`src/rtl/mod6_pkg.sv`:
```
package mod6_pkg;
  localparam int SEG_W = 7;
  typedef logic [SEG_W-1:0] seg_t;  // {a,b,c,d,e,f,g}, 0 = lit

  localparam seg_t SEG_BLANK = 7'b1111111;

  function automatic seg_t seg_of(input int unsigned digit);
    seg_t s;
    case (digit)
      0: s = 7'b0000001;
      1: s = 7'b1001111;
      2: s = 7'b0010010;
      3: s = 7'b0000110;
      4: s = 7'b1001100;
      5: s = 7'b0100100;
      6: s = 7'b0100000;
      7: s = 7'b0001111;
      8: s = 7'b0000000;
      9: s = 7'b0000100;
      default: s = SEG_BLANK;
    endcase
    return s;
  endfunction
endpackage

```
`src/rtl/mod6_state_reg.sv`:
```
module mod6_state_reg #(
  parameter int W = 3
) (
  input  logic         clk_i,
  input  logic         rst_ni,
  input  logic [W-1:0] d_i,
  output logic [W-1:0] q_o
);
  always_ff @(posedge clk_i or negedge rst_ni) begin
    if (!rst_ni) q_o <= '0;
    else         q_o <= d_i;
  end
endmodule

```
`src/rtl/mod6_next.sv`:
```
module mod6_next #(
  parameter int MODULUS = 6,
  parameter int W       = 3
) (
  input  logic [W-1:0] q_i,
  input  logic         up_i,
  output logic [W-1:0] ns_o
);
  localparam logic [W-1:0] TOP = W'(MODULUS - 1);

  always_comb begin
    if (int'(q_i) >= MODULUS) ns_o = '0;  // recover from unused codes
    else if (up_i)            ns_o = (q_i == TOP) ? '0 : q_i + W'(1);
    else                      ns_o = (q_i == '0) ? TOP : q_i - W'(1);
  end
endmodule

```
`src/rtl/mod6_seg_dec.sv`:
```
module mod6_seg_dec
  import mod6_pkg::*;
#(
  parameter int MODULUS = 6,
  parameter int W       = 3
) (
  input  logic [W-1:0] q_i,
  output seg_t         seg_o
);
  always_comb begin
    if (int'(q_i) >= MODULUS) seg_o = SEG_BLANK;
    else                      seg_o = seg_of(int'(q_i));
  end
endmodule

```
`src/rtl/mod6_updown_disp.sv`:
```
module mod6_updown_disp
  import mod6_pkg::*;
#(
  parameter  int MODULUS = 6,
  localparam int W       = $clog2(MODULUS)
) (
  input  logic         clk_i,
  input  logic         rst_ni,
  input  logic         up_i,
  output logic [W-1:0] q_o,
  output logic         seg_a_o,
  output logic         seg_b_o,
  output logic         seg_c_o,
  output logic         seg_d_o,
  output logic         seg_e_o,
  output logic         seg_f_o,
  output logic         seg_g_o
);
  logic [W-1:0] ns;
  seg_t         seg;

  mod6_state_reg #(.W(W)) u_reg (
    .clk_i (clk_i),
    .rst_ni(rst_ni),
    .d_i   (ns),
    .q_o   (q_o)
  );

  mod6_next #(.MODULUS(MODULUS), .W(W)) u_next (
    .q_i (q_o),
    .up_i(up_i),
    .ns_o(ns)
  );

  mod6_seg_dec #(.MODULUS(MODULUS), .W(W)) u_dec (
    .q_i  (q_o),
    .seg_o(seg)
  );

  assign {seg_a_o, seg_b_o, seg_c_o, seg_d_o, seg_e_o, seg_f_o, seg_g_o} = seg;
endmodule

```
`config.mk`:
```
export PLATFORM = sky130hd
export DESIGN_NAME = mod6_updown_disp
export DESIGN_NICKNAME = d
export VERILOG_FILES = /design/src/rtl/mod6_pkg.sv /design/src/rtl/mod6_state_reg.sv /design/src/rtl/mod6_next.sv /design/src/rtl/mod6_seg_dec.sv /design/src/rtl/mod6_updown_disp.sv
export SDC_FILE = /design/constraint.sdc
export NUM_CORES = 1
export LEC_CHECK = 0
export BUFFER_PORTS_ARGS = -buffer_cell sky130_fd_sc_hd__clkbuf_2
export CAP_MARGIN = 40
export CORE_MARGIN = 4
export CORE_UTILIZATION = 25
export CTS_CLUSTER_DIAMETER = 80
export DETAILED_ROUTE_END_ITERATION = 16
export PLACE_DENSITY_LB_ADDON = 0.15
export SLEW_MARGIN = 20
export SYNTH_ARGS = -nofsm -noshare
export SYNTH_HDL_FRONTEND = slang
export SYNTH_SLANG_ARGS = --single-unit
```
`constraint.sdc`:
```
create_clock -name clk_i -period 1.8 [get_ports clk_i]
set_clock_uncertainty 0.15 [all_clocks]
set_input_delay 0.09 -clock clk_i [delete_from_list [all_inputs] [get_ports clk_i]]
set_output_delay 0.09 -clock clk_i [all_outputs]
set_load 0.05 [all_outputs]
```
## Word-level counts from Yosys, hierarchy flattened

Memory sizes are Yosys's and may differ from the RTL's.
Index checks and enable logic that the tools add are counted.

- Flip-flop bits (word level): 3
- Bits in read-only memories: 56
- Bits of input ports: 3
- Output and inout bits: 10
- Logic and storage cells: 12
- Memories kept: 1

Memory list:

| name | words | width | read ports | clocked after memory_dff | wr ports | line | source |
|---|---|---|---|---|---|---|---|
| (no name shown) | 8 | 7 | 1 | 0 | 0 | mod6_pkg.sv:9 | `case (digit)` |

- Add/sub/neg operators: 2
- $lt $le $gt $ge: 1
- Equality and inequality tests: 1
- Mux-type cells: 5
- Reductions and logical operators: 1

Operator list:

| cell | number |
|---|---|
| $mux 3 | 4 |
| $mux 7 | 1 |
| $add 3x1->3 const B | 1 |
| $eq 3x3->1 const B | 1 |
| $ge 3x3->1 const B | 1 |
| $logic_not 3->1 | 1 |
| $sub 3x1->3 const B | 1 |

## Depth between registers and ports, before layout

- Depth after elaboration: 4
- Gate-level depth with buffers: 5

## By module

From an unflattened synthesis, not the netlist that was laid out.

- Cells, all modules: 36
- Area total of the unflattened synthesis: 300.3 µm²

By module, submodules not included:

| module | instances | cells an instance | area an instance (µm²) | seq. area each (µm²) |
|---|---|---|---|---|
| mod6_seg_dec | 1 | 20 | 143.9 | 0.0 |
| mod6_next | 1 | 13 | 81.3 | 0.0 |
| mod6_state_reg | 1 | 3 | 75.1 | 75.1 |

## Worst setup path after synthesis

Ideal clock, no wire load.

- Path type: register -> output
- From: reg u_reg.q_o[1]
- To: out seg_g_o
- Data arrival time: 2,020 ps
- Setup slack: -460 ps
- Cell stages (with the launch flop): 5
- Buffers on the path: 0
- Cells stage by stage: dfrtp_1 > ha_1 > nand2b_1 > nor3_1 > a21oi_1

- Cells in the longest elaborated chain, start to end: 2
- Elaborated cells on any way between the ends: 3
- Classes of those cells: 1 x order compare; 1 x mux; 1 x memory

Ends and longest elaborated chain:

| item | line | source |
|---|---|---|
| start: declaration | mod6_state_reg.sv:7 | `output logic [W-1:0] q_o` |
| start signal: assignment | mod6_state_reg.sv:11 | `else q_o <= d_i;` |
| $mem_v2 8x7 or $ge 3x3->1 (tied branches) | -- |  |
| $mux 7 * | mod6_seg_dec.sv:11 | `if (int'(q_i) >= MODULUS) seg_o = SEG_BLANK;` |
| end: declaration | mod6_updown_disp.sv:17 | `output logic seg_g_o` |

Every way passes the cells marked *; elsewhere a longest branch is shown, timed or not.

## Worst setup path in the final report

- From: reg u_reg.q_o[1]
- To: out seg_a_o

- Cells in the longest elaborated chain, start to end: 2
- Elaborated cells on any way between the ends: 3
- Classes of those cells: 1 x order compare; 1 x mux; 1 x memory

Ends and longest elaborated chain:

| item | line | source |
|---|---|---|
| $mem_v2 8x7 or $ge 3x3->1 (tied branches) | -- |  |
| $mux 7 * | mod6_seg_dec.sv:11 |  |
| end: declaration | mod6_updown_disp.sv:11 | `output logic seg_a_o,` |

Marks and branches as above.

==> summary.md <==
| Metric | Value |
|---|---|
| Outcome | `finished, final reports clean` |
| Mapped Nets | `53` |
| Share of post-route cells with drive strength above 1 | `48.44%` |
| Achievable Freq | `0.5624 GHz` |
| PortBufs | `12` |
| DP HPWL | `709.2 um` |
| CP arrival | `1540 ps` |
| Final Max Slew Viols | `0` |
| Initial core utilization | `26.59%` |
| CTS buffer count | `3` |
| Clk buf depth | `2` |
| Fin area | `570.5 um2` |
| WL met2 | `514 um` |
| CP Launch Type | `flip-flop` |
| Cell taking the most area after synthesis | `ha_1` |
| CTS tree | `yes` |
| FP Rows | `13` |
| Largest net degree at the start of global routing | `17` |
| Biggest register | `u_reg.q_o` |
| Syn Area/Cell | `8.147 um2` |
| RSZ-0062 raised after global routing | `true` |
| Vias in the first global route | `418` |
| Pre-Repair DR Iteration Count | `3` |
| Met3 wire length | `27 um` |
| Cell Area, Placed | `464.2 um2` |
| Setup violators final | `0` |
| Slowest stage delay, CP | `510 ps` |
| Cells along the critical path | `ha_4 > nand2b_4 > o32a_1 > buf_8` |
| Commonest non-fill, non-tap cell in the layout | `clkbuf_2` |
| Min Tclk post-route | `1778 ps` |
| Die ar. | `2064 um2` |
| DRT met1 WL | `433 um` |
| Most frequent cells in the layout | `clkbuf_2 (8), nand2_1 (6), a21oi_1 (5), ha_1 (5), clkbuf_4 (5)` |
| Gr ovfl total | `0` |
| H-tree Lvls | `1` |
| Synth area leaders | `ha_1 (25%), dfrtp_1 (21%), a21oi_1 (8.6%)` |
| HP Class | `primary input to asynchronous set/reset pin` |
| Antenna Cells | `0` |
| Maxcap violations | `0` |
| Clock transition at path regs | `40 ps` |
| Tightest Pin Transition | `291.2 ps` |
| Sinks on the clock net | `3` |
| DIE HEIGHT | `45.44 um` |
| Max FFs per register | `3` |
| Seq/Total Area, Yosys | `21.43%` |
| Fin Hold WS | `34.16 ps` |
| Slowest CP cell | `dfrtp_4` |
| Clock Tree Root | `clkbuf_4` |
| Post-DRT Antenna Nets | `0` |
| Synthesized area | `350.3 um2` |
| Setup slack after layout | `21.97 ps` |
| Nets | `75` |
| First-pass GRT wire length | `1690 um` |
| Final period utilization | `98.78%` |
| Worst setup EP type | `output pin` |
| Largest driver fanout on the critical path | `5` |
| Relative slew slack | `80.59%` |
| Highest Signal Layer | `met4` |
| Clk Latency, worst-skew pair | `230 ps` |
| Synth warn | `0` |
| Synth Register Bits | `3` |
| Synth-to-Final Area Change | `62.86%` |
| Setup CP Type | `flip-flop to output pin` |
| Post-synth top area share | `25.00%` |
| Post-synth cell types | `20` |
| Vias per cell | `4.620` |
| Placed Instances | `71` |
| Placer Congestion | `0.7399` |
| Non-Filler Instances | `79` |
| Tot GR Track Use | `11.96%` |
| Cells after synthesis | `43` |
| Initial DRC Count | `3` |
| Die Wd | `45.44 um` |
| CORE AREA | `1318 um2` |
| Via count | `365` |
| DR DRC count | `0` |
| Antenna violations before repair | `0` |
| Wire per inst | `12.82 um` |
| I/O Pins | `13` |
| Final WL | `1013 um` |
| Dpl ws | `61.38 ps` |
| Biggest regs | `u_reg.q_o (3)` |
| Hold Vio Cnt, Final | `0` |
| Required @ worst endpoint | `1560 ps` |
-- worst paths after layout --
kind / from / to / slack, ps / cells past startpoint
setup / recovery: u_reg.q_o[1] / seg_a_o / 20 / 4
hold / removal: rst_ni / u_reg.q_o[0] / 30 / 2
min in group clk_i: up_i / u_reg.q_o[2] / 530 / 3
setup reg to reg: u_reg.q_o[1] / u_reg.q_o[1] / 220 / 4
max in group asynchronous: rst_ni / u_reg.q_o[1] / 1340 / 2
hold reg to reg: u_reg.q_o[0] / u_reg.q_o[0] / 620 / 3
-- Yosys cell counts --
master,n
o211ai_1,1
nor3_1,1
a21o_1,1
dfrtp_1,3
nand2b_1,2
nor3b_2,1
nor2_1,2
inv_1,3
o21ai_0,1
a211oi_1,2
a21oi_1,6
o32a_1,1
o21a_1,1
o21ai_1,1
or2_2,1
o22a_1,1
or3_1,1
nand2_1,6
buf_4,1
ha_1,7
-- cell families (layout without fill, tap and decap cells) --
family / Yosys count / in the layout / share of synthesized area, %
AOI/OAI and AO/OA: 15 / 15 / 27.50
and+or+nand+nor: 14 / 14 / 20.71
adders and majority gates: 7 / 7 / 25.00
buffers and inverters: 4 / 25 / 5.358
DFF: 3 / 3 / 21.43
-- worst max-delay path, delay by kind of cell, from the launching register on --
kind | cells | cell delay (ps)
flops | 1 | 510
compound gates | 1 | 310
fa+ha+maj | 1 | 190
simple gates | 1 | 140
buf+inv | 1 | 160
-- area by class of cell --
class                   instances  area, um2
clock buffers                   4      26.28
fillers                       147      747.0
inverters                       3      16.27
multi-input cells              36      296.5
flip-flops and latches          3      81.33
well taps                      15      18.77
repair buffers                 18      131.4
-- per-stage QoR --
stage                     TNS, ps  utilization (%)
after floorplan            -44.81                -
final                           0            43.30
after global routing       -56.53            43.30
after global placement          0            35.23
after detailed placement        0            35.23
after CTS                       0            42.64
-- what timing repair did --
action | 4_1_cts | 5_1_grt
pin swaps | 0 | 0
buffers inserted | 2 | 0
hold buffers | 2 | 0
hold endpoints to repair | 5 | 0
endpoints found under the setup margin | 5 | 5
resized for setup | 9 | 4
-- per-layer routing --
metal	GRT usage, %	up-vias
met4	14.62	0
met1	13.37	159
li1	-	192
met5	0	-
met3	0	4
met2	18.66	10
Power is left out: the tool's default activity adds up to more than one toggle a clock period on the data nets, which glitch-free logic cannot reach.
